[src/rtl/dpa_pkg.sv]
package dpa_pkg;
  localparam logic [3:0] IR_ABORT  = 4'h8;
  localparam logic [3:0] IR_DPACC  = 4'hA;
  localparam logic [3:0] IR_APACC  = 4'hB;
  localparam logic [3:0] IR_IDCODE = 4'hE;

  localparam logic [2:0] ACK_OK   = 3'b010;
  localparam logic [2:0] ACK_WAIT = 3'b001;

  localparam int DATA_W = 32;
  localparam int DR_W   = DATA_W + 3;

  typedef enum logic [1:0] {
    DPW_NONE = 2'd0,
    DPW_CTRL = 2'd1,
    DPW_SEL  = 2'd2,
    DPW_RBUF = 2'd3
  } dp_word_e;

  typedef struct packed {
    logic [DATA_W-1:0] data;
    logic [1:0]        word;
    logic              rnw;
  } acc_req_t;
endpackage

[src/rtl/dpa_shift_chain.sv]
module dpa_shift_chain #(
  parameter int W = 35
) (
  input  logic         tck,
  input  logic         trst_n,
  input  logic         capture,
  input  logic         shift,
  input  logic [W-1:0] load_val,
  input  logic         tdi,
  output logic         tdo,
  output logic [W-1:0] sr
);
  always_ff @(posedge tck or negedge trst_n) begin
    if (!trst_n)      sr <= '0;
    else if (capture) sr <= load_val;
    else if (shift)   sr <= {tdi, sr[W-1:1]};
  end

  assign tdo = sr[0];
endmodule

[src/rtl/dpa_ap_bank.sv]
module dpa_ap_bank #(
  parameter int LATENCY = 3,
  parameter int BANKS   = 2,
  parameter int DW      = 32
) (
  input  logic          tck,
  input  logic          trst_n,
  input  logic          start,
  input  logic          rnw,
  input  logic [1:0]    word,
  input  logic [3:0]    bank,
  input  logic [7:0]    port,
  input  logic [DW-1:0] wdata,
  input  logic          tick,
  input  logic          abort,
  output logic          busy,
  output logic          fault,
  output logic          rd_valid,
  output logic [DW-1:0] rd_data
);
  localparam int WORDS = BANKS * 4;
  localparam int IDX_W = (WORDS > 1) ? $clog2(WORDS) : 1;

  logic              hit;
  logic [IDX_W-1:0]  req_idx;
  logic              cmp;
  logic              cmp_wr;
  logic [IDX_W-1:0]  cmp_idx;
  logic [DW-1:0]     cmp_data;
  logic [DW-1:0]     mem [WORDS];

  assign hit     = (port == 8'd0) && (int'(bank) < BANKS);
  assign req_idx = IDX_W'({bank, word});
  assign fault   = start && !hit;

  generate
    if (LATENCY == 0) begin : g_instant
      logic unused_lat0;
      assign unused_lat0 = tick ^ abort;
      assign busy     = 1'b0;
      assign cmp      = start && hit;
      assign cmp_wr   = !rnw;
      assign cmp_idx  = req_idx;
      assign cmp_data = wdata;
    end else begin : g_timed
      localparam int CNT_W = $clog2(LATENCY + 1);
      logic [CNT_W-1:0] cnt;
      logic             p_wr;
      logic [IDX_W-1:0] p_idx;
      logic [DW-1:0]    p_data;

      always_ff @(posedge tck or negedge trst_n) begin
        if (!trst_n) begin
          cnt    <= '0;
          p_wr   <= 1'b0;
          p_idx  <= '0;
          p_data <= '0;
        end else if (abort) begin
          cnt <= '0;
        end else if (start && hit) begin
          cnt    <= CNT_W'(LATENCY);
          p_wr   <= !rnw;
          p_idx  <= req_idx;
          p_data <= wdata;
        end else if (tick && cnt != '0) begin
          cnt <= cnt - 1'b1;
        end
      end

      assign busy     = (cnt != '0);
      assign cmp      = tick && (cnt == CNT_W'(1)) && !abort;
      assign cmp_wr   = p_wr;
      assign cmp_idx  = p_idx;
      assign cmp_data = p_data;
    end
  endgenerate

  always_ff @(posedge tck or negedge trst_n) begin
    if (!trst_n) begin
      for (int i = 0; i < WORDS; i++) mem[i] <= '0;
    end else if (cmp && cmp_wr) begin
      mem[cmp_idx] <= cmp_data;
    end
  end

  assign rd_valid = cmp && !cmp_wr;
  assign rd_data  = mem[cmp_idx];
endmodule

[src/rtl/dpa_dp_regs.sv]
module dpa_dp_regs
  import dpa_pkg::*;
(
  input  logic              tck,
  input  logic              trst_n,
  input  logic              wait_seen,
  input  logic              dp_wr,
  input  logic              dp_rd,
  input  logic [1:0]        dp_word,
  input  logic [DATA_W-1:0] wdata,
  input  logic              ap_fault,
  input  logic              ap_rd_valid,
  input  logic [DATA_W-1:0] ap_rd_data,
  output logic [DATA_W-1:0] rdbuff,
  output logic [7:0]        ap_sel,
  output logic [3:0]        bank_sel,
  output logic              orun_det,
  output logic              sticky_orun,
  output logic              sticky_err
);
  logic              pwr_dbg, pwr_sys;
  logic [DATA_W-1:0] sel_q;
  logic [DATA_W-1:0] ctrl_word;

  assign ctrl_word = {pwr_sys, pwr_sys, pwr_dbg, pwr_dbg, 22'd0,
                      sticky_err, 3'd0, sticky_orun, orun_det};
  assign ap_sel    = sel_q[31:24];
  assign bank_sel  = sel_q[7:4];

  always_ff @(posedge tck or negedge trst_n) begin
    if (!trst_n) begin
      pwr_dbg     <= 1'b0;
      pwr_sys     <= 1'b0;
      orun_det    <= 1'b0;
      sticky_orun <= 1'b0;
      sticky_err  <= 1'b0;
      sel_q       <= '0;
      rdbuff      <= '0;
    end else begin
      if (wait_seen && orun_det) sticky_orun <= 1'b1;
      if (ap_fault) sticky_err <= 1'b1;
      if (dp_wr) begin
        case (dp_word_e'(dp_word))
          DPW_CTRL: begin
            orun_det <= wdata[0];
            pwr_dbg  <= wdata[28];
            pwr_sys  <= wdata[30];
            if (wdata[1]) sticky_orun <= 1'b0;
            if (wdata[5]) sticky_err  <= 1'b0;
          end
          DPW_SEL: sel_q <= wdata;
          default: ;
        endcase
      end
      if (ap_rd_valid) begin
        rdbuff <= ap_rd_data;
      end else if (dp_rd) begin
        case (dp_word_e'(dp_word))
          DPW_CTRL: rdbuff <= ctrl_word;
          DPW_SEL:  rdbuff <= sel_q;
          DPW_RBUF: rdbuff <= rdbuff;
          default:  rdbuff <= '0;
        endcase
      end
    end
  end
endmodule

[src/rtl/dpa_engine.sv]
module dpa_engine
  import dpa_pkg::*;
#(
  parameter int          AP_LATENCY = 3,
  parameter int          AP_BANKS   = 2,
  parameter logic [31:0] IDCODE_VAL = 32'h4D5A_1001
) (
  input  logic       tck,
  input  logic       trst_n,
  input  logic [3:0] ir,
  input  logic       capture_dr,
  input  logic       shift_dr,
  input  logic       update_dr,
  input  logic       rti_tick,
  input  logic       tdi,
  output logic       tdo
);
  logic              is_acc;
  logic              wait_q;
  logic [DR_W-1:0]   load_val;
  logic [DR_W-1:0]   sr;
  acc_req_t          req;
  logic              ap_busy, ap_fault, ap_rd_valid;
  logic [DATA_W-1:0] ap_rd_data;
  logic [DATA_W-1:0] rdbuff;
  logic [7:0]        ap_sel;
  logic [3:0]        bank_sel;
  logic              orun_det, sticky_orun, sticky_err;
  logic              dp_wr, dp_rd, ap_start, abort_req, wait_seen;

  assign is_acc = (ir == IR_DPACC) || (ir == IR_APACC);
  assign req    = sr;

  always_comb begin
    case (ir)
      IR_DPACC, IR_APACC: load_val = {rdbuff, ap_busy ? ACK_WAIT : ACK_OK};
      IR_IDCODE:          load_val = {3'b000, IDCODE_VAL};
      IR_ABORT:           load_val = {{DATA_W{1'b0}}, ACK_OK};
      default:            load_val = '0;
    endcase
  end

  always_ff @(posedge tck or negedge trst_n) begin
    if (!trst_n)         wait_q <= 1'b0;
    else if (capture_dr) wait_q <= is_acc && ap_busy;
  end

  assign wait_seen = capture_dr && is_acc && ap_busy;
  assign dp_wr     = update_dr && (ir == IR_DPACC) && !wait_q && !req.rnw;
  assign dp_rd     = update_dr && (ir == IR_DPACC) && !wait_q &&  req.rnw;
  assign ap_start  = update_dr && (ir == IR_APACC) && !wait_q && !sticky_err;
  assign abort_req = update_dr && (ir == IR_ABORT) && (req.data == 32'd1);

  dpa_shift_chain #(.W(DR_W)) u_chain (
    .tck(tck), .trst_n(trst_n), .capture(capture_dr), .shift(shift_dr),
    .load_val(load_val), .tdi(tdi), .tdo(tdo), .sr(sr)
  );

  dpa_dp_regs u_dp (
    .tck(tck), .trst_n(trst_n), .wait_seen(wait_seen),
    .dp_wr(dp_wr), .dp_rd(dp_rd), .dp_word(req.word), .wdata(req.data),
    .ap_fault(ap_fault), .ap_rd_valid(ap_rd_valid), .ap_rd_data(ap_rd_data),
    .rdbuff(rdbuff), .ap_sel(ap_sel), .bank_sel(bank_sel),
    .orun_det(orun_det), .sticky_orun(sticky_orun), .sticky_err(sticky_err)
  );

  dpa_ap_bank #(.LATENCY(AP_LATENCY), .BANKS(AP_BANKS), .DW(DATA_W)) u_ap (
    .tck(tck), .trst_n(trst_n), .start(ap_start), .rnw(req.rnw),
    .word(req.word), .bank(bank_sel), .port(ap_sel), .wdata(req.data),
    .tick(rti_tick), .abort(abort_req), .busy(ap_busy), .fault(ap_fault),
    .rd_valid(ap_rd_valid), .rd_data(ap_rd_data)
  );
endmodule

[config.mk]
export PLATFORM = sky130hd
export DESIGN_NAME = dpa_engine
export DESIGN_NICKNAME = d
export VERILOG_FILES = /design/src/rtl/dpa_pkg.sv /design/src/rtl/dpa_shift_chain.sv /design/src/rtl/dpa_ap_bank.sv /design/src/rtl/dpa_dp_regs.sv /design/src/rtl/dpa_engine.sv
export SDC_FILE = /design/constraint.sdc
export NUM_CORES = 1
export LEC_CHECK = 0
export ABC_AREA = 1
export BUFFER_PORTS_ARGS = -buffer_cell sky130_fd_sc_hd__buf_2
export CAP_MARGIN = 20
export CORE_ASPECT_RATIO = 0.9
export CORE_UTILIZATION = 45
export DETAILED_ROUTE_END_ITERATION = 8
export PLACE_DENSITY_LB_ADDON = 0.15
export SETUP_SLACK_MARGIN = 0.02
export SYNTH_ARGS = -nofsm -noshare
export SYNTH_HDL_FRONTEND = slang
export SYNTH_SLANG_ARGS = --single-unit
[constraint.sdc]
create_clock -name tck -period 3.67 [get_ports tck]
set_input_delay 0.5505 -clock tck [delete_from_list [all_inputs] [get_ports tck]]
set_output_delay 0.5505 -clock tck [all_outputs]
set_load 0.05 [all_outputs]
# --- After elaboration in Yosys (flattened, before gate mapping) ---
# Cells that the tools add are included.
word_totals:
  regBits: 399
  in_bits: 11
  out_inout_bits: 1
op_classes:
  n_addsub: 1
  n_lt_le_gt_ge: 3
  eq_ne: 10
  muxes: 24
  n_bitwise: 2
  n_reduce_logical: 39
op_table:
  columns: ["operator", "n"]
  rows:
  - ["$bwmux 256", 1]
  - ["$mux 32", 5]
  - ["$pmux 35 s3", 1]
  - ["$bmux 32 s3", 1]
  - ["$demux 32 s3", 1]
  - ["$pmux 32 s3", 1]
  - ["$mux 35", 2]
  - ["$eq 32x1->1 const B", 1]
  - ["$logic_and 1x1->1", 22]
  - ["$eq 4x4->1 const B", 4]
  - ["$logic_not 8->1", 1]
  - ["$mux 1", 8]
  - ["$mux 2", 4]
  - ["$reduce_and 2->1", 4]
  - ["$logic_not 1->1", 6]
  - ["$reduce_bool 2->1", 3]
  - ["$eq 2x1->1 const B", 2]
  - ["$eq 2x2->1 const B", 2]
  - ["$ge 4x4->1 const B", 1]
  - ["$lt 4x1->1 const B", 1]
  - ["$lt 4x2->1 const B", 1]
  - ["$not 3->4", 1]
  - ["$reduce_bool 3->1", 1]
  - ["$ne 2x2->1 const B", 1]
  - ["4 further kinds", 4]

# --- Longest topological paths before layout ---
# Gate-level depths: netlist (run 1).
logic_depth:
  word_depth: 9
  depth_mapped: 11

# --- Modules after synthesis ---
# A second synthesis (run 1) with hierarchy kept.
unflattened:
  cells_unflattened: 2156
  area_unflattened_um2: 18073.6
modules_own_cells:
  columns: ["module", "instances", "cells_per_inst", "area_per_inst_um2", "seq_area_each_um2"]
  rows:
  - ["dpa_ap_bank", 1, 1461, 12697.2, 7357.1]
  - ["dpa_dp_regs", 1, 378, 3220.6, 1726.7]
  - ["dpa_shift_chain", 1, 192, 1630.3, 875.8]
  - ["dpa_engine", 1, 125, 525.5, 25.0]

# --- Least setup slack after synthesis (run 1) ---
# Ideal clock, no wire load.
synth_timing:
  kind: "input -> register"
  startpoint: "input port ir[3]"
  endpoint: "register u_dp.rdbuff[10]"
  arrival_ns: 1.570
  t_required_ns: 3.545
  slack_ns: 1.975
  path_stages: 9
  n_path_buf: 2
  path_cell_list: "inv_2 -> nor2_4 -> nand2_2 -> nor3_2 -> nand3_1 -> clkbuf_1 -> buf_1 -> nand3_1 -> nand3_1"
synth_between:
  elab_chain_cells: 8
synth_rtl:
  columns: ["element", "line", "rtl"]
  rows:
  - ["from (decl)", "dpa_engine.sv:10", "input logic [3:0] ir,"]
  - ["$eq 4x4->1", "dpa_engine.sv:52", "assign abort_req = update_dr && (ir == IR_ABORT) && (req.data == 32'd1);"]
  - ["$logic_and 1x1->1 (2 in series)", "dpa_engine.sv:52", null]
  - ["$logic_not 1->1", "dpa_ap_bank.sv:71", "assign cmp = tick && (cnt == CNT_W'(1)) && !abort;"]
  - ["$logic_and 1x1->1", "dpa_ap_bank.sv:71", null]
  - ["$logic_and 1x1->1", "dpa_ap_bank.sv:86", "assign rd_valid = cmp && !cmp_wr;"]
  - ["$ne 2x2->1 (no line) / $reduce_bool 2->1 (equally long branches)", null, null]
  - ["$reduce_and 2->1 (no line)", null, null]
  - ["to (signal assigned)", "dpa_dp_regs.sv:56", "rdbuff <= ap_rd_data;"]
  - ["to (signal assigned)", "dpa_dp_regs.sv:59", "DPW_CTRL: rdbuff <= ctrl_word;"]
  - ["to (signal assigned)", "dpa_dp_regs.sv:60", "DPW_SEL: rdbuff <= sel_q;"]
  - ["to (decl)", "dpa_dp_regs.sv:14", "output logic [DATA_W-1:0] rdbuff,"]
# Parallel ways exist; a longest one is shown, timed or not.
# A chain may end at the register's enable or synchronous reset.

# --- Worst setup path after layout (run 1) ---
layout_timing:
  startpoint: "register u_chain.sr[7]"
  endpoint: "register u_ap.mem[164] in the netlist's numbering"
layout_between:
  elab_chain_cells: 5
layout_rtl:
  columns: ["element", "line", "rtl"]
  rows:
  - ["from (decl)", "dpa_shift_chain.sv:11", "output logic [W-1:0] sr"]
  - ["from (signal assigned)", "dpa_shift_chain.sv:15", "else if (capture) sr <= load_val;"]
  - ["from (signal assigned)", "dpa_shift_chain.sv:16", "else if (shift) sr <= {tdi, sr[W-1:1]};"]
  - ["$eq 32x1->1", "dpa_engine.sv:52", null]
  - ["$logic_and 1x1->1", "dpa_engine.sv:52", null]
  - ["$logic_not 1->1", "dpa_ap_bank.sv:71", null]
  - ["$logic_and 1x1->1", "dpa_ap_bank.sv:71", null]
  - ["$logic_and 1x1->1", "dpa_ap_bank.sv:81", "end else if (cmp && cmp_wr) begin"]
  - ["to (signal, indexed assignment)", "dpa_ap_bank.sv:82", "mem[cmp_idx] <= cmp_data;"]
  - ["to (decl)", "dpa_ap_bank.sv:30", "logic [DW-1:0] mem [WORDS];"]
# Every way passes these cells.

==> out/results.tsv, run 1 <==
stage	metric	value	unit
finish	fraction of layout cells with a size suffix above 1	12.8	%
clocking	# resized after CTS	0	
drt	via count	14300	
finish	Syn-to-layout area delta	9.74	%
flow_run	total of max-cap violations	0	
grt	busiest grt layer	met2	
grt	largest net degree at the start of global routing	127	
placed_design	detailed placer's ending HPWL	29700	µm
yosys	top cell type's share of synthesized area	54.1	%
clocking	CTS Sinks	399	
critical_path	Crit. End Element	flip-flop	
finish	Filler cells	3774	
grt	met1 Use GR	35.0	%
die	I/O Pins	12	
placed_design	RD Place Congestion	0.825	
grt	met2 GRT Util	37.9	%
yosys	EDFF count, synth	0	
grt	vias in the first global route	14100	
yosys	most area-consuming cells after synthesis	dfrtp_1 54%, nand2_1 8.7%, o21ai_0 5.5%	
drt	DRT iter0 DRCs	1263	
yosys	Cell variety after synth	39	
yosys	Seq cells post-synth	399	
grt	met3 Use GR	4.06	%
yosys	synth cell count leaders	428 x nand2_1, 399 x dfrtp_1, 222 x nor2_1, 201 x o21ai_0, 196 x o21ai_1	
finish	Antenna Cells	0	
yosys	largest family of logic cells by synthesized area	simple AND/OR/NAND/NOR gates	
critical_path	critical path's largest stage delay	0.67	ns
timing	Slew @ Worst Pin	1.03	ns
finish	final net count	2062	
power	Comb power frac	5.3	%
clocking	# H-tree levels	2	
critical_path	Startpoint Class	flip-flop	
power	Clock power frac	47.0	%
yosys	ys async rst share	100	%
critical_path	CP cell instances	nor2_1 > nand2_1 > nor2_1 > nand2_1 > nor2_2 > nand2_4 > buf_4 > nand4_4 > buf_4 > nand2_1 > o21ai_1	
yosys	register area share after synthesis	54.1	%
power	Worst VDD drop	0.399	mV
status	status	complete, no violations	
die	Rows	69	
timing	Tmin final	2.92	ns
timing	final setup fails	0	
yosys	Synth Area in Adders	0.339	%
die	Initial Util	46.1	%
clocking	TritonCTS clock tree	yes	
drt	DRT antenna net count	0	
power	Sw Ratio	23.3	%
grt	initial antenna violation count	0	
clocking	CTS max path bufs	3	
yosys	Post-Syn Nets	2113	
timing	final hold viol count	0	
placed_design	I/O Buffers	11	
power	Net Switching	2.20	mW
timing	slew margin rel.	31.0	%
yosys	Synth Instances	2097	
grt	Overflow after GRT	0	
drt	final wirelength	49500	µm
yosys	Synth Area in Compound Gates	16.9	%
timing	Clock Skews	0.0203	ns
clocking	post-CTS setup buffer count	0	
yosys	Main synth FF type	dfrtp_1	
power	sequential share of power	47.8	%
critical_path	maximum fanout along the worst path	64	
drt	Vias/cell	5.48	
die	die span in y	194	µm
critical_path	Slowest-stage cell, CP	buf_4	
grt	gr usage total	24.5	%
critical_path	Crit path arrival time	3.38	ns
critical_path	CP Data Required Time	4.13	ns
power	Int Power	7.25	mW
yosys	Avg Inst Size Synth	8.79	µm²
drt	Remaining DRCs	0	
clocking	Root Buffer	clkbuf_16	
drt	average wire per standard cell	19.0	µm
yosys	post-synthesis mux area share	0	%
grt	global-route wire length before repair	80700	µm
timing	RSZ-0062 raised after global routing	no	
timing	Slew Limit Fails	0	
placed_design	area post-placement	0.0188	mm²
yosys	Synth warnings	0	
yosys	xor-xnor portion of the synthesized cell area	0	%
power	P_leak	8.78	nW
clocking	worst-skew pair later-pin latency	0.55	ns
yosys	leading area contributor after synthesis	dfrtp_1	
timing	Max Fclk	343	MHz
clocking	TritonCTS Buffers	41	
timing	TNS Setup	0	ns
timing	Final Cycle Share	79.5	%
die	die width	215	µm
drt	DRT Pass-1 Iters	6	
critical_path	most numerous cell on the critical path	nand2_1	
yosys	synthesized area	0.0184	mm²
power	P per Cell Area	467	mW/mm²
worst_hold_path	worst hold-check path type	input port to async pin	
finish	final non-filler cell area	0.0202	mm²
die	Die ar.	0.0418	mm²
die	core area	0.0400	mm²
yosys	Simple-Gate Fraction of Synth Area	21.4	%
critical_path	Worst Setup Path Type	flip-flop to flip-flop	
clocking	hold_buf cts	0	
yosys	most common cell in the netlist	nand2_1	
clocking	Clock transition at path regs	0.06	ns
-- logic make-up (layout without fill, tap and decap cells) --
group | count (synthesis) | in the layout
adder cells (fa/ha/maj) | 5 | 5
buffers and inverters | 270 | 251
flip-flops | 399 | 399
AND/OR/NAND/NOR | 884 | 884
AO/OA/AOI/OAI | 539 | 539
-- power by group through the flow --
stage / Combinational [mW] / Clock [mW] / Sequential [mW]
after detailed placement: 0.504 / 0 / 4.59
after floorplan: 0.305 / 0 / 4.58
after global routing: 0.563 / 4.68 / 4.52
final: 0.497 / 4.44 / 4.51
after CTS: 0.504 / 4.54 / 4.51
after global placement: 0.489 / 0 / 4.59
-- cells in the final DEF, fill, tap and decap left out, types with 2 or more instances in the layout --
cell type   instances
a31oi_1             3
nand4_1            66
nand4_4             8
a22oi_1            23
buf_12             10
clkinvlp_4          2
nor2_4              2
or2_0              27
clkbuf_16          43
o21ai_2            63
ha_1                5
nor2_2              7
buf_2              10
or2_2              36
a21oi_1             5
nor2_1            221
o22ai_1             4
dfrtp_1           398
clkbuf_8           16
inv_1             114
inv_2              13
buf_4              25
clkinv_1            2
clkbuf_1            3
o221ai_1            7
o211ai_1           36
clkinv_2            8
nand3_1            68
bufinv_16           3
nor3_1              2
o21ai_1           196
nand2_2            10
nand2_1           428
o21ai_0           201
nor4_1              2
-- routing by layer --
metal / up-vias / share of wire (%)
met5: - / 0
met4: 0 / 3.0
met3: 78 / 5.5
met2: 353 / 45
met1: 6966 / 47
li1: 6903 / -
-- flip-flops by register name, indices dropped and copies added (netlist names), 2 cells and up --
| signal | count |
|---|---|
| u_ap.mem | 256 |
| u_ap.g_timed.cnt | 2 |
| u_dp.sel_q | 32 |
| u_dp.rdbuff | 32 |
| u_ap.cmp_data | 32 |
| u_chain.sr | 35 |
| u_ap.cmp_idx | 3 |
-- layout make-up --
type	instances	area, µm²	share of cell area [%]
Clock buffer	62	1310	6.46
Clock inverter	13	149	0.736
Inverter	130	489	2.42
Sequential cell	399	9990	49.4
Multi-Input combinational cell	1428	7180	35.5
Tap cell	532	666	3.29
Timing Repair Buffer	46	453	2.24
-- per-stage QoR --
step | hold slack, ns | power [mW] | worst slack, ns | cells | utilization [%]
after floorplan | 0.255 | 4.89 | 1.98 | 2097 | -
after global placement | 0.456 | 5.08 | 0.887 | 2534 | 46.9
after detailed placement | 0.459 | 5.09 | 0.744 | 2534 | 46.9
after CTS | 0.0340 | 9.55 | 0.796 | 2609 | 50.6
after global routing | 0.0539 | 9.76 | 0.472 | 2610 | 50.6
final | 0.00997 | 9.45 | 0.751 | 2610 | 50.6
-- path summary, 6_finish.rpt --
path / end / startpoint / cells past startpoint / slack, ns
worst max-delay path: u_ap.mem[164]$_DFFE_PN0P_ / u_chain.sr[7]$_DFFE_PN0P_ / 11 / 0.75
worst min-delay path: u_ap.mem[174]$_DFFE_PN0P_ / trst_n / 1 / 0.01
worst max register to register: u_ap.mem[164]$_DFFE_PN0P_ / u_chain.sr[7]$_DFFE_PN0P_ / 11 / 0.75
worst min register to register: u_ap.mem[99]$_DFFE_PN0P_ / u_ap.mem[99]$_DFFE_PN0P_ / 2 / 0.47
max in group asynchronous: u_ap.mem[10]$_DFFE_PN0P_ / trst_n / 2 / 2.74
min in group tck: u_ap.g_timed.cnt[0]$_DFFE_PN0P_ / rti_tick / 3 / 0.35
-- critical path: cells and delay by family (launching register included) --
kind	cells	cell delay, ns
simple gates	8	1.27
flops	1	0.42
compound gates	1	0.13
buf+inv	2	0.99
(Power assumes the default switching activity.)
==> inputs of run 2 (changes only) <==
==> constraint.sdc (replaced) <==
create_clock -name tck -period 2.35 [get_ports tck]
set_input_delay 0.3525 -clock tck [delete_from_list [all_inputs] [get_ports tck]]
set_output_delay 0.3525 -clock tck [all_outputs]
set_load 0.05 [all_outputs]
==> run 2 against run 1 <==
Fmax increased by 36%. Flip-flop and latch count unchanged. Highest routed layer unchanged. Total power increased by 55%. Global-route usage decreased by 0.15 points. Non-clock buffer count increased by 31. Count of clock-buffer cells in the layout increased by 4. Design area increased by 2.1%. Setup slack got worse by 0.55 ns. Die area unchanged. Sequential share of layout area decreased by 1.0 points. Utilization increased by 1.0 points.
==> out/results.tsv, run 2 (synthesized netlist as in run 1, its figures left out) <==
stage	metric	value	unit	change
finish	Top Registers	u_ap.mem (256), u_chain.sr (35)		
placed_design	area post-placement	0.0192	mm²	+2.5%
grt	initial antenna violation count	0		unchanged
die	Initial Util	46.1	%	unchanged
placed_design	detailed placer's ending HPWL	31800	µm	+7.0%
grt	met2 GRT Util	38.0	%	about the same
timing	Slew @ Worst Pin	0.742	ns	-0.293 ns
finish	fraction of layout cells with a size suffix above 1	13.7	%	+0.90 points
placed_design	RD Place Congestion	0.836		+1.3%
clocking	worst-skew pair later-pin latency	0.55	ns	about the same
grt	busiest grt layer	met2		
critical_path	maximum fanout along the worst path	27		-58%
grt	gr usage total	24.3	%	-0.15 points
die	Rows	69		unchanged
clocking	CTS max path bufs	3		unchanged
finish	Cell Count, Final, Fillers Out	2641		+1.2%
grt	met3 Use GR	3.29	%	-0.77 points
timing	RSZ-0062 raised after global routing	no		
power	Worst VDD drop	0.657	mV	+65%
grt	largest net degree at the start of global routing	80		-37%
grt	global-route wire length before repair	80400	µm	-0.35%
grt	met1 Use GR	35.9	%	+0.88 points
finish	most common cell after layout, fill and taps aside	nand2_1		
finish	most frequent cells in the layout	428 x nand2_1, 398 x dfrtp_1, 221 x nor2_1		
grt	Overflow after GRT	0		unchanged
timing	Min Hold Slack	0.125	ns	+0.115 ns
critical_path	Slowest-stage cell, CP	dfrtp_1		
timing	Max Fclk	465	MHz	+36%
critical_path	Crit path max-delay family	simple AND/OR/NAND/NOR gates		
critical_path	most numerous cell on the critical path	nand2_1		
critical_path	Crit. End Element	flip-flop		
critical_path	Crit path arrival time	2.61	ns	-0.77 ns
finish	Reg with most FFs	u_ap.mem		
die	Die ar.	0.0418	mm²	unchanged
drt	final wirelength	49300	µm	-0.38%
drt	DRT Pass-1 Iters	5		-1
critical_path	crit path buf inv count	1		-1
placed_design	dpl cells	2565		+1.2%
die	I/O Pins	12		unchanged
timing	Tmin final	2.15	ns	-0.769 ns
die	core area	0.0400	mm²	unchanged
power	P_leak	9.00	nW	+2.5%
critical_path	critical path's largest stage delay	0.41	ns	-0.26 ns
placed_design	I/O Buffers	11		unchanged
clocking	Clock transition at path regs	0.06	ns	about the same
timing	Slew Limit Fails	0		unchanged
drt	Remaining DRCs	0		unchanged
finish	final non-filler cell area	0.0207	mm²	+2.1%
clocking	CTS Sinks	399		unchanged
critical_path	CP cell instances	nor2_1 > nand2_1 > nor2_1 > nand2_1 > nor2_2 > nand2_4 > nand4_4 > buf_12 > nand2_1 > o21ai_1		
drt	DRT iter0 DRCs	1351		+7.0%
clocking	# H-tree levels	2		unchanged
finish	Syn-to-layout area delta	12.0	%	
timing	TNS Setup	0	ns	unchanged
drt	via count	14300		+0.18%
drt	Vias/cell	5.42		-0.99%
drt	average wire per standard cell	18.7	µm	-1.6%
critical_path	CP Data Required Time	2.81	ns	-1.32 ns
finish	final net count	2094		+1.6%
status	status	complete, no violations		
clocking	post-CTS setup buffer count	0		unchanged
grt	vias in the first global route	13800		-2.0%
timing	Final Cycle Share	91.5	%	+12 points
timing	final setup fails	0		unchanged
drt	DRT antenna net count	0		unchanged
finish	Antenna Cells	0		unchanged
clocking	TritonCTS Buffers	42		+2.4%
critical_path	Startpoint Class	flip-flop		
critical_path	Worst Setup Path Type	flip-flop to flip-flop		
clocking	TritonCTS clock tree	yes		
power	P per Cell Area	711	mW/mm²	+52%
die	die width	215	µm	unchanged
timing	Clock Skews	0.0196	ns	-0.000664 ns
finish	Final Core Density	51.7	%	+1.0 points
timing	final hold viol count	0		unchanged
die	die span in y	194	µm	unchanged
timing	slew margin rel.	50.5	%	+20 points
finish	Largest register FFs	256		unchanged
worst_hold_path	worst hold-check path type	input port to flip-flop		
flow_run	total of max-cap violations	0		unchanged
clocking	Root Buffer	clkbuf_16		
run 2: cell count changes in the layout (fill, tap and decap cells not counted), moves of 2 or more:
cell	before	now
buf_4	25	37
clkbuf_16	43	45
clkbuf_1	3	10
clkbuf_8	16	11
clkinvlp_4	2	0
buf_12	10	28
run 2: worst paths after layout:
check	depth (start not counted)	slack, ns	startpoint	end
worst max-delay path	10	0.20	u_chain.sr[7]$_DFFE_PN0P_	u_ap.mem[158]$_DFFE_PN0P_
worst min-delay path	3	0.13	tdi	u_chain.sr[34]$_DFFE_PN0P_
worst max register to register	10	0.20	u_chain.sr[7]$_DFFE_PN0P_	u_ap.mem[158]$_DFFE_PN0P_
worst min register to register	2	0.47	u_ap.mem[99]$_DFFE_PN0P_	u_ap.mem[99]$_DFFE_PN0P_
max in group asynchronous	3	1.13	trst_n	u_ap.cmp_data[0]$_DFFE_PN0P_
min in group asynchronous	2	0.38	trst_n	u_ap.mem[243]$_DFFE_PN0P_
run 2: layout make-up:
class	instances	area, µm²
Tap cell	532	666
Multi-Input combinational cell	1428	7180
Sequential cell	399	9990
Clock inverter	9	98.8
Inverter	130	489
Timing Repair Buffer	77	913
Clock buffer	66	1320
Fill cell	3713	19300
run 2: worst min-delay path: cells and delay by family:
family / cells / cell delay [ns]
AOI/OAI and AO/OA: 2 / 0.20
buffers and inverters: 1 / 0.08
run 2: where the power goes:
group | total, mW | internal, mW | switching, mW
combinational | 0.838 | 0.232 | 0.606
sequential | 7.05 | 6.97 | 0.0818
clock | 6.79 | 4.05 | 2.74
run 2: timing repair:
| action | 4_1_cts | 5_1_grt |
|---|---|---|
| resized for setup | 0 | 0 |
| hold endpoints to repair | 52 | 0 |
| hold buffers | 1 | 0 |
run 2: metrics by stage:
| step | setup slack (ns) | power, mW |
|---|---|---|
| after floorplan | 0.706 | 7.63 |
| after global placement | 0.237 | 7.99 |
| after detailed placement | 0.243 | 8.01 |
| after CTS | 0.235 | 14.8 |
| after global routing | 0.0456 | 15.2 |
| final | 0.200 | 14.7 |
run 2: per-layer routing:
metal / part of all wire, % / up-vias
li1: - / 6972
met1: 47 / 6950
met2: 46 / 352
met3: 5.0 / 52
met4: 1.8 / 0
met5: 0 / -
==> inputs of run 3 (changes only) <==
--- a/config.mk
+++ b/config.mk
@@ -5,7 +5,7 @@
 export SDC_FILE = /design/constraint.sdc
 export NUM_CORES = 1
 export LEC_CHECK = 0
-export ABC_AREA = 1
+export ABC_CLOCK_PERIOD_IN_PS = 2350
 export BUFFER_PORTS_ARGS = -buffer_cell sky130_fd_sc_hd__buf_2
 export CAP_MARGIN = 20
 export CORE_ASPECT_RATIO = 0.9
==> run 3 against run 2 <==
Area after synthesis shrank 4.7%. First-iteration DRC count down 56%. Highest routed layer is now met5. Sequential power is 9.6% higher. Clock power shrank 4.1%. Critical endpoint is now u_ap.cmp_data[16]$_DFFE_PN0P_. Utilization increased by 1.1 points. Critical path type unchanged.
==> out/results.tsv, run 3 <==
stage	metric	value	unit	change
status	status	complete, no violations		
drt	final wirelength	40200	µm	-18%
flow_run	total of max-cap violations	0		unchanged
timing	Final Cycle Share	96.6	%	+5.1 points
timing	slack of the critical path	0.0809	ns	-0.119 ns
power	Int Power	12.0	mW	+6.4%
clocking	CTS max path bufs	3		unchanged
critical_path	Startpoint Class	flip-flop		
die	I/O Pins	12		unchanged
die	core area	0.0385	mm²	-3.8%
critical_path	worst flop-to-flop path startpoint	u_dp.sel_q[25]$_DFFE_PN0P_		
yosys	leading area contributor after synthesis	dfrtp_1		
yosys	most common cell in the netlist	dfrtp_1		
finish	Largest register FFs	256		unchanged
placed_design	worst slack, placed	-0.110	ns	-0.353 ns
drt	DRT iter0 DRCs	589		-56%
critical_path	CP Data Required Time	2.79	ns	-0.02 ns
yosys	Synth Instances	1200		-43%
critical_path	Crit path arrival time	2.70	ns	+0.09 ns
drt	Remaining DRCs	0		unchanged
yosys	ys async rst share	100	%	unchanged
critical_path	CP cell instances	nor4_1 > nand3_1 > or4_2 > buf_4 > mux2_2		
yosys	synthesized area	0.0176	mm²	-4.7%
grt	Overflow after GRT	0		unchanged
die	die span in y	190	µm	-2.3%
clocking	Clock transition at path regs	0.06	ns	about the same
timing	Min Hold Slack	0.146	ns	+0.0205 ns
critical_path	Slowest-stage cell, CP	or4_2		
yosys	Seq cells post-synth	399		unchanged
yosys	most area-consuming cells after synthesis	dfrtp_1 57%, mux2_2 21%, mux4_2 8.2%		
clocking	TritonCTS Buffers	42		unchanged
placed_design	RD Place Congestion	0.789		-5.6%
finish	Top Registers	u_ap.mem (256), u_chain.sr (35)		
clocking	CTS Sinks	399		unchanged
die	die width	210	µm	-2.3%
yosys	top cell type's share of synthesized area	56.8	%	+2.7 points
yosys	register area share after synthesis	56.8	%	+2.7 points
finish	Cell Count, Final, Fillers Out	1806		-32%
yosys	Main synth FF type	dfrtp_1		
finish	most frequent cells in the layout	396 x dfrtp_1, 325 x mux2_2, 64 x mux4_2		
die	Die ar.	0.0399	mm²	-4.6%
finish	Syn-to-layout area delta	15.5	%	
finish	final net count	1270		-39%
grt	largest net degree at the start of global routing	100		+25%
timing	RSZ-0062 raised after global routing	yes		
clocking	worst-skew pair later-pin latency	0.55	ns	about the same
timing	final setup fails	0		unchanged
clocking	# H-tree levels	2		unchanged
critical_path	Worst Setup Path Type	flip-flop to flip-flop		
finish	Antenna Cells	0		unchanged
power	Sw Ratio	24.9	%	+1.5 points
drt	Vias/cell	5.65		+4.2%
placed_design	I/O Buffers	11		unchanged
finish	most common cell after layout, fill and taps aside	dfrtp_1		
die	Rows	68		-1.4%
critical_path	R2R setup slack	0.08	ns	-0.12 ns
yosys	post-synthesis mux area share	32.2	%	+32 points
yosys	Synth Area in Adders	0.356	%	+0.017 points
worst_hold_path	worst hold-check path type	input port to flip-flop		
finish	Reg with most FFs	u_ap.mem		
critical_path	maximum fanout along the worst path	12		-56%
grt	vias in the first global route	10900		-21%
grt	initial antenna violation count	1		+1
timing	Tmin final	2.27	ns	+0.119 ns
yosys	Post-Syn Nets	1216		-42%
yosys	EDFF count, synth	0		unchanged
yosys	synth cell count leaders	399 x dfrtp_1, 325 x mux2_2, 64 x mux4_2, 56 x mux2i_1, 51 x nand3_1		
drt	average wire per standard cell	22.3	µm	+19%
timing	slew margin rel.	62.6	%	+12 points
timing	Slew Limit Fails	0		unchanged
critical_path	R2R cell count	5		-5
critical_path	Crit path max-delay family	simple AND/OR/NAND/NOR gates		
drt	DRT antenna net count	0		unchanged
power	sequential share of power	48.5	%	+0.5 points
power	Clock power frac	40.8	%	-5.5 points
drt	via count	10200		-29%
yosys	largest family of logic cells by synthesized area	multiplexers		
timing	Max Fclk	441	MHz	-5.2%
yosys	Synth warnings	0		unchanged
timing	Clock Skews	0.0221	ns	+0.00247 ns
grt	gr usage total	21.2	%	-3.1 points
critical_path	crit path buf inv count	1		unchanged
die	Initial Util	45.7	%	-0.42 points
drt	DRT Pass-1 Iters	6		+1
grt	global-route wire length before repair	65000	µm	-19%
power	P_leak	9.33	nW	+3.7%
critical_path	FF-to-FF End	u_ap.cmp_data[16]$_DFFE_PN0P_		
worst_hold_path	hold-critical path depth	3		unchanged
clocking	Root Buffer	clkbuf_16		
power	Worst VDD drop	0.548	mV	-17%
timing	TNS Setup	0	ns	unchanged
clocking	TritonCTS clock tree	yes		
timing	Slew @ Worst Pin	0.558	ns	-0.184 ns
yosys	xor-xnor portion of the synthesized cell area	0.0498	%	+0.050 points
placed_design	dpl cells	1732		-32%
power	Comb power frac	10.7	%	+5.0 points
timing	final hold viol count	0		unchanged
yosys	Cell variety after synth	36		-7.7%
yosys	Simple-Gate Fraction of Synth Area	4.21	%	-17 points
power	P per Cell Area	785	mW/mm²	+10%
critical_path	critical path's largest stage delay	0.73	ns	+0.32 ns
finish	fraction of layout cells with a size suffix above 1	43.6	%	+30 points
placed_design	detailed placer's ending HPWL	25400	µm	-20%
critical_path	Crit. End Element	flip-flop		
worst_hold_path	Hold EP	u_chain.sr[34]$_DFFE_PN0P_		
power	Net Switching	3.97	mW	+16%
power	Power, Total	15.9	mW	+8.6%
yosys	Synth Area in Compound Gates	3.85	%	-13 points
worst_hold_path	hold path start	tdi		
yosys	Avg Inst Size Synth	14.6	µm²	+67%
## run 3: cell types whose count changed in the layout (fill, tap and decap cells not counted), sizes merged, moves of 15 or more
| cell | previous run | this run |
|---|---|---|
| nor3 | 3 | 18 |
| inv | 127 | 4 |
| nor2 | 230 | 10 |
| or2 | 63 | 0 |
| nand4 | 74 | 4 |
| o21ai | 460 | 36 |
| a22oi | 23 | 7 |
| mux2 | 0 | 325 |
| mux4 | 0 | 64 |
| nand2 | 439 | 47 |
| a21oi | 5 | 33 |
| mux2i | 0 | 56 |
| nand3 | 70 | 51 |
## run 3: cells by family after synthesis
| kind of cell | after synthesis |
|---|---|
| buffers and inverters | 85 |
| adder cells (fa/ha/maj) | 5 |
| multiplexers | 445 |
| flip-flops | 399 |
| AND/OR/NAND/NOR | 152 |
| XOR/XNOR | 1 |
| AO/OA/AOI/OAI | 113 |
## run 3: worst max-delay path by stage
stage / cells past startpoint / slack (ns) / to / start
final: 5 / 0.08 / u_ap.cmp_data[16]$_DFFE_PN0P_ / u_dp.sel_q[25]$_DFFE_PN0P_
after global placement: 9 / -0.07 / u_ap.mem[149]$_DFFE_PN0P_ / u_chain.sr[10]$_DFFE_PN0P_
after floorplan: 6 / 0.24 / u_ap.mem[0]$_DFFE_PN0P_ / ir[2]
after detailed placement: 9 / -0.11 / u_ap.mem[133]$_DFFE_PN0P_ / u_chain.sr[10]$_DFFE_PN0P_
after global routing: 9 / -0.03 / u_ap.mem[127]$_DFFE_PN0P_ / u_chain.sr[19]$_DFFE_PN0P_
after CTS: 9 / 0.03 / u_ap.mem[129]$_DFFE_PN0P_ / u_chain.sr[19]$_DFFE_PN0P_
## run 3: per-stage QoR
stage / instance area, µm² / util (%)
4_1_cts: 20200 / 52.6
2_1_floorplan: 17600 / -
3_3_place_gp: 18900 / 49.1
6_report: 20300 / 52.8
5_1_grt: 20300 / 52.8
3_5_place_dp: 18900 / 49.1
## run 3: per-layer routing
layer / track usage, % / up-vias / share of wire, %
li1: - / 4565 / -
met1: 30.7 / 5459 / 48
met2: 33.7 / 137 / 47
met3: 3.55 / 45 / 3.5
met4: 4.63 / 2 / 1.4
met5: 0 / - / 0.032
## run 3: area by class of cell
cell class | count | area, µm²
Inverter | 4 | 15.0
Timing Repair Buffer | 91 | 1030
Tap cell | 525 | 657
Clock buffer | 61 | 1240
Clock inverter | 10 | 103
Multi-Input combinational cell | 716 | 7270
Sequential cell | 399 | 9990
Fill cell | 3236 | 18200
## run 3: power by group through the flow
| stage | clock, mW | combinational [mW] | sequential [mW] |
|---|---|---|---|
| final | 6.51 | 1.70 | 7.73 |
| after global routing | 6.99 | 1.89 | 7.79 |
| after CTS | 6.70 | 1.74 | 7.72 |
| after detailed placement | 0 | 1.73 | 7.84 |
| after global placement | 0 | 1.69 | 7.83 |
| after floorplan | 0 | 1.12 | 7.69 |
## run 3: timing repair
action,4_1_cts,5_1_grt
gates cloned,0,1
endpoints found under the setup margin,256,207
endpoints found under the hold margin,18,0
pin swaps,0,1
resized for setup,3,12
buffers inserted,0,1
hold buffers,1,0
## run 3: worst min-delay path: cells and delay by family
| family | cells | cell delay, ns |
|---|---|---|
| AOI/OAI and AO/OA | 1 | 0.13 |
| buffers and inverters | 1 | 0.09 |
| muxes | 1 | 0.06 |
